===== src/rtl/mdm_pkg.sv =====
package mdm_pkg;

  // register addresses
  localparam int unsigned ADDR_STATUS = 0;
  localparam int unsigned ADDR_CTRL   = 1;

  // bit positions inside the registers
  localparam int unsigned ST_DET_BIT    = 0;
  localparam int unsigned ST_CHG_BIT    = 1;
  localparam int unsigned CTRL_MASK_BIT = 0;

  // detect tracker phases
  typedef enum logic [0:0] {
    TRK_PRIME = 1'b0,
    TRK_LIVE  = 1'b1
  } trk_state_e;

endpackage


===== src/rtl/mdm_sync.sv =====
module mdm_sync #(
  parameter int unsigned STAGES = 2
) (
  input  logic clk,
  input  logic rst_n,
  input  logic d_i,
  output logic q_o
);

  logic [STAGES-1:0] chain_q;

  generate
    if (STAGES < 2) begin : g_bad
      initial $error("mdm_sync needs at least two stages");
    end
  endgenerate

  always_ff @(posedge clk or negedge rst_n) begin
    if (!rst_n) chain_q <= '0;
    else        chain_q <= {chain_q[STAGES-2:0], d_i};
  end

  assign q_o = chain_q[STAGES-1];

endmodule


===== src/rtl/mdm_idle_track.sv =====
module mdm_idle_track
  import mdm_pkg::*;
#(
  parameter int unsigned SYNC_STAGES = 2
) (
  input  logic clk,
  input  logic rst_n,
  input  logic sync_i,
  input  logic busy_i,
  output logic det_o,
  output logic chg_o,
  output logic live_o
);

  localparam int unsigned CNT_W = $clog2(SYNC_STAGES + 1);
  localparam logic [CNT_W-1:0] FILL_MAX = CNT_W'(SYNC_STAGES);

  trk_state_e       st_q;
  logic [CNT_W-1:0] fill_q;
  logic             det_q;

  // a change is only counted once the first value has been loaded
  always_comb chg_o = (st_q == TRK_LIVE) && !busy_i && (sync_i != det_q);

  always_ff @(posedge clk or negedge rst_n) begin
    if (!rst_n) begin
      st_q   <= TRK_PRIME;
      fill_q <= '0;
      det_q  <= 1'b0;
    end else begin
      if (fill_q != FILL_MAX) fill_q <= fill_q + 1'b1;
      case (st_q)
        TRK_PRIME: begin
          if ((fill_q == FILL_MAX) && !busy_i) begin
            det_q <= sync_i;
            st_q  <= TRK_LIVE;
          end
        end
        default: begin
          if (!busy_i) det_q <= sync_i;
        end
      endcase
    end
  end

  assign det_o  = det_q;
  assign live_o = (st_q == TRK_LIVE);

  // busy freezes the detect bit
  a_r4_frozen_when_busy: assert property (@(posedge clk) disable iff (!rst_n)
    busy_i |=> $stable(det_q));

  // idle cycles copy the synchronized line
  a_r3_tracks_idle: assert property (@(posedge clk) disable iff (!rst_n)
    (live_o && !busy_i) |=> (det_q == $past(sync_i)));

  // a reported change always comes with a real flip of the bit
  a_r5_change_flips: assert property (@(posedge clk) disable iff (!rst_n)
    chg_o |=> (det_q != $past(det_q)));

endmodule


===== src/rtl/mdm_regs.sv =====
module mdm_regs
  import mdm_pkg::*;
#(
  parameter int unsigned ADDR_W = 2,
  parameter int unsigned DATA_W = 8
) (
  input  logic              clk,
  input  logic              rst_n,
  input  logic              det_i,
  input  logic              chg_i,
  input  logic              wr_en_i,
  input  logic [ADDR_W-1:0] addr_i,
  input  logic [DATA_W-1:0] wdata_i,
  output logic [DATA_W-1:0] rdata_o,
  output logic              flag_o,
  output logic              mask_o,
  output logic              irq_o
);

  logic flag_q;
  logic mask_q;
  logic hit_status;
  logic hit_ctrl;
  logic clr_req;
  wire  unused_wdata = ^wdata_i;

  assign hit_status = (addr_i == ADDR_W'(ADDR_STATUS));
  assign hit_ctrl   = (addr_i == ADDR_W'(ADDR_CTRL));
  assign clr_req    = wr_en_i && hit_status && wdata_i[ST_CHG_BIT];

  // a new change wins over a clear on the same edge
  always_ff @(posedge clk or negedge rst_n) begin
    if (!rst_n)       flag_q <= 1'b0;
    else if (chg_i)   flag_q <= 1'b1;
    else if (clr_req) flag_q <= 1'b0;
  end

  always_ff @(posedge clk or negedge rst_n) begin
    if (!rst_n)                   mask_q <= 1'b1;
    else if (wr_en_i && hit_ctrl) mask_q <= wdata_i[CTRL_MASK_BIT];
  end

  always_comb begin
    rdata_o = '0;
    if (hit_status) begin
      rdata_o[ST_DET_BIT] = det_i;
      rdata_o[ST_CHG_BIT] = flag_q;
    end else if (hit_ctrl) begin
      rdata_o[CTRL_MASK_BIT] = mask_q;
    end
  end

  assign flag_o = flag_q;
  assign mask_o = mask_q;
  assign irq_o  = flag_q && !mask_q;

  // the flag survives every edge that carries no clear
  a_r6_sticky: assert property (@(posedge clk) disable iff (!rst_n)
    (flag_q && !clr_req) |=> flag_q);

  // a change sets the flag even with a clear on the same edge
  a_r6_set_wins: assert property (@(posedge clk) disable iff (!rst_n)
    chg_i |=> flag_q);

  // the mask moves only on a write to the control address
  a_r8_mask_only_ctrl: assert property (@(posedge clk) disable iff (!rst_n)
    !(wr_en_i && hit_ctrl) |=> $stable(mask_q));

endmodule


===== src/rtl/mdio_idle_mon.sv =====
module mdio_idle_mon #(
  parameter int unsigned SYNC_STAGES = 2,
  parameter int unsigned ADDR_W      = 2,
  parameter int unsigned DATA_W      = 8
) (
  input  logic              clk,
  input  logic              rst_n,
  input  logic              mdio_i,
  input  logic              mgmt_busy_i,
  input  logic              reg_wr_i,
  input  logic [ADDR_W-1:0] reg_addr_i,
  input  logic [DATA_W-1:0] reg_wdata_i,
  output logic [DATA_W-1:0] reg_rdata_o,
  output logic              phy_det_o,
  output logic              det_chg_o,
  output logic              irq_o
);

  logic line_sync;
  logic det_w;
  logic chg_w;
  logic live_w;
  logic mask_w;

  mdm_sync #(.STAGES(SYNC_STAGES)) u_sync (
    .clk   (clk),
    .rst_n (rst_n),
    .d_i   (mdio_i),
    .q_o   (line_sync)
  );

  mdm_idle_track #(.SYNC_STAGES(SYNC_STAGES)) u_track (
    .clk    (clk),
    .rst_n  (rst_n),
    .sync_i (line_sync),
    .busy_i (mgmt_busy_i),
    .det_o  (det_w),
    .chg_o  (chg_w),
    .live_o (live_w)
  );

  mdm_regs #(.ADDR_W(ADDR_W), .DATA_W(DATA_W)) u_regs (
    .clk     (clk),
    .rst_n   (rst_n),
    .det_i   (det_w),
    .chg_i   (chg_w),
    .wr_en_i (reg_wr_i),
    .addr_i  (reg_addr_i),
    .wdata_i (reg_wdata_i),
    .rdata_o (reg_rdata_o),
    .flag_o  (det_chg_o),
    .mask_o  (mask_w),
    .irq_o   (irq_o)
  );

  assign phy_det_o = det_w;

  // no change can be flagged before the first value is loaded
  a_r2_quiet_until_live: assert property (@(posedge clk) disable iff (!rst_n)
    !live_w |-> !det_chg_o);

  // a masked block never interrupts
  a_r7_mask_blocks_irq: assert property (@(posedge clk) disable iff (!rst_n)
    mask_w |-> !irq_o);

endmodule


===== config.mk =====
export PLATFORM = sky130hd
export DESIGN_NAME = mdio_idle_mon
export DESIGN_NICKNAME = d
export VERILOG_FILES = /design/src/rtl/mdm_pkg.sv /design/src/rtl/mdm_sync.sv /design/src/rtl/mdm_idle_track.sv /design/src/rtl/mdm_regs.sv /design/src/rtl/mdio_idle_mon.sv
export SDC_FILE = /design/constraint.sdc
export NUM_CORES = 1
export LEC_CHECK = 0
export BUFFER_PORTS_ARGS = -buffer_cell sky130_fd_sc_hd__buf_2
export CAP_MARGIN = 20
export CORE_AREA = 2 2 39 41
export CTS_CLUSTER_DIAMETER = 100
export DETAILED_ROUTE_END_ITERATION = 12
export DIE_AREA = 0 0 41 43
export PLACE_DENSITY_LB_ADDON = 0.05
export SYNTH_ARGS = -nofsm -noshare
export SYNTH_HDL_FRONTEND = slang
export SYNTH_SLANG_ARGS = --single-unit

===== constraint.sdc =====
create_clock -name clk -period 1.1 [get_ports clk]
set_input_delay 0.165 -clock clk [delete_from_list [all_inputs] [get_ports clk]]
set_output_delay 0.165 -clock clk [all_outputs]
set_load 0.01 [all_outputs]

==> key figures <==
Run status
  – Outcome: finished with violations
  – Failing checks: negative setup slack

Clock network
  – Clk root buf: clkbuf_4
  – Clock Tree Buf Depth: 2
  – H-tree depth: 1
  – CTS Sinks: 8
  – Clock transition at path regs: 50 ps
  – Worst-Skew Late Latency: 250 ps
  – CTS Buf Count: 3
  – TritonCTS clock tree: yes

STA
  – Crit share post-route: 1.10
  – Minimum clock period: 1220 ps
  – Slew Limit Fails: 0
  – RSZ-0062 raised after global routing: yes
  – TNS Setup: -238 ps
  – Final clock skew: 4.57 ps
  – Setup WS post-layout: -115 ps
  – F_max: 823 MHz
  – Endpoints failing setup: 4
  – Final Hold Violating Endpoints: 0

Setup path
  – Setup CP Type: reg -> out
  – CP Max Fanout: 2
  – Critical-path top delay cell: dfstp_2
  – CP cell instances: mux2i_1 -> nor2_1 -> buf_2
  – CP endpoint kind: output pin
  – CP Data Arrival Time: 1050 ps
  – CP required: 940 ps
  – Worst setup SP type: flip-flop
  – Crit path from: u_regs.mask_o$_DFFE_PN1P_
  – Flop-to-flop setup slack: -10 ps
  – Worst reg2reg path startpoint: u_track.fill_q[1]$_DFFE_PN0P_
  – Peak per-stage delay on the critical path: 530 ps

Place
  – Post-DP Area: 502 µm²
  – Port bufs: 13
  – RePlAce Congestion: 0.644
  – Placed cell count: 63
  – Hpwl dp: 578 µm

Die
  – Io pins: 26
  – Die Area: 1760 µm²
  – Rows: 14
  – Die Wd: 41 µm
  – Starting Density: 0.295
  – Die Y: 43 µm
  – Core box area: 1380 µm²

Logic synthesis
  – Synth cell types: 18
  – Post-Syn Instances: 33
  – Syn Area/Cell: 12.4 µm²
  – Post-synthesis sequential area ratio: 0.494
  – Yosys warns: 0
  – Cell Area, Synth: 408 µm²
  – FF+latch count, synth: 8
  – Synth area leaders: dfrtp_1, buf_4, mux2_4
  – Dominant cell type by area after synthesis: dfrtp_1
  – Area share of the largest cell type after synthesis: 0.429

Final layout
  – Layout cell share with drive strength beyond 1: 0.526
  – Final nets: 74
  – Post-route insts no fill: 73
  – Final antenna diode count: 0
  – Final Instance Area: 583 µm²
  – Area growth, synth to finish: 42.9%
  – Util after Layout: 0.421

Hold path
  – Type of the worst min-delay path: in -> reg
  – Hold_sp: reg_wdata_i[0]

Run
  – Max-cap violations: 0

Detailed routing
  – Total number of vias: 302
  – Wire length per cell: 10.1 µm
  – Routed WL: 734 µm
  – Post-route antenna net violation count: 0
  – DRT Pass-1 Iters: 1
  – Drt drc: 0
  – Initial DRC count: 0
  – Via density: 4.14

Global route
  – Congestion Overflow GR: 0
  – Antenna violations before repair: 0
  – Largest net degree at the start of global routing: 9
  – Global-route wire length before repair: 1180 µm
  – Vias in the first global route: 293
  – Total Routing Usage GR: 0.109

Power
  – Static Leak: 0.294 nW
  – PwrDens: 1250 nW/µm²
  – Max rail drop VDD: 0.518 mV
==> through the flow <==
step	setup WS, ps	power, mW	hold slack [ps]
after floorplan	6.07	0.421	-131
after global placement	6.54	0.455	14.7
after detailed placement	-4.48	0.459	18.6
after CTS	-146	0.737	6.41
after global routing	-191	0.786	130
final	-115	0.729	144
==> layout by cell type, fill, tap and decap left out <==
master and instances:
a21o_2 1, mux2_4 2, dfrtp_1 7, o21bai_4 1, xnor2_1 1, clkbuf_1 1, dfstp_2 1, nor2b_1 1
clkbuf_4 3, buf_2 13, buf_4 6, nand4bb_1 1, dlygate4sd3_1 2, ha_4 1, nand3b_1 1, conb_1 6
inv_1 2, inv_2 1, nor2_1 1, mux2i_1 2, nor3b_2 1, xor2_1 1, a32o_1 1
==> final timing paths <==
path                                               end  depth (start not counted)
hold reg to reg            u_sync.chain_q[1]$_DFF_PN0_                          0
min in group asynchronous  u_sync.chain_q[0]$_DFF_PN0_                          2
max in group asynchronous    u_regs.mask_o$_DFFE_PN1P_                          2
hold / removal               u_regs.mask_o$_DFFE_PN1P_                          2
setup / recovery                        reg_rdata_o[0]                          3
setup reg to reg             u_track.det_o$_DFFE_PN0P_                          3
==> report_power, final <==
group | switching, mW | internal (mW)
registers | 0.0145 | 0.319
clock network | 0.105 | 0.139
logic | 0.0624 | 0.0888
total | 0.182 | 0.547
==> area by class of cell <==
| class | count | area (µm²) |
|---|---|---|
| Fill cell | 140 | 801 |
| Tap cell | 16 | 20.0 |
| Clock buffer | 4 | 26.3 |
| Multi-Input combinational cell | 21 | 194 |
| Sequential cell | 8 | 201 |
| Timing Repair Buffer | 21 | 130 |
| Inverter | 3 | 11.3 |
==> sequential cells by signal (all words and copies together), names as in the netlist <==
| signal | flops |
|---|---|
| u_track.det_o | 1 |
| u_regs.mask_o | 1 |
| u_track.fill_q | 2 |
| u_regs.flag_o | 1 |
| u_track.live_o | 1 |
| u_sync.chain_q | 2 |
==> cell families (layout without fill, tap and decap cells) <==
logic type,after synthesis,after routing,share of synthesized area
buf+inv,9,28,0.138
flops,8,8,0.494
simple gates,5,5,0.0890
mux,4,4,0.123
compound gates,3,3,0.0736
xor+xnor,2,2,0.0430
fa+ha+maj,1,1,0.0307
other cells,1,6,0.00919
==> worst max-delay path: cells and delay by family (launching register included) <==
family	cells	cell delay [ps]
and+or+nand+nor	1	80
muxes	1	60
buffers and inverters	1	130
DFF	1	530
==> layer usage <==
layer / up-vias / wire length (µm) / global-route usage / part of all wire
li1: 147 / - / - / -
met1: 139 / 300 / 0.110 / 0.41
met2: 16 / 361 / 0.156 / 0.49
met3: 0 / 71 / 0.0471 / 0.097
met4: 0 / 0 / 0.100 / 0
met5: - / 0 / 0 / 0
==> synth_stat cells <==
cell / n
xnor2_1: 1
conb_1: 1
dfrtp_1: 7
a32o_1: 1
ha_1: 1
a21o_2: 1
nand4bb_1: 1
buf_4: 6
o21bai_2: 1
nor2b_1: 1
nor3b_1: 1
nand3b_1: 1
dfstp_2: 1
nor2_1: 1
mux2i_1: 2
inv_1: 3
mux2_4: 2
xor2_1: 1
==> repair_timing <==
action                                  in CTS  in global routing
hold buffers                                 1                  1
resized for setup                            1                  0
endpoints found under the setup margin       4                  4
buffers inserted                             2                  2
endpoints found under the hold margin        8                  1
pin swaps                                    1                  1
No activity file was read; power rests on OpenSTA's default activity.
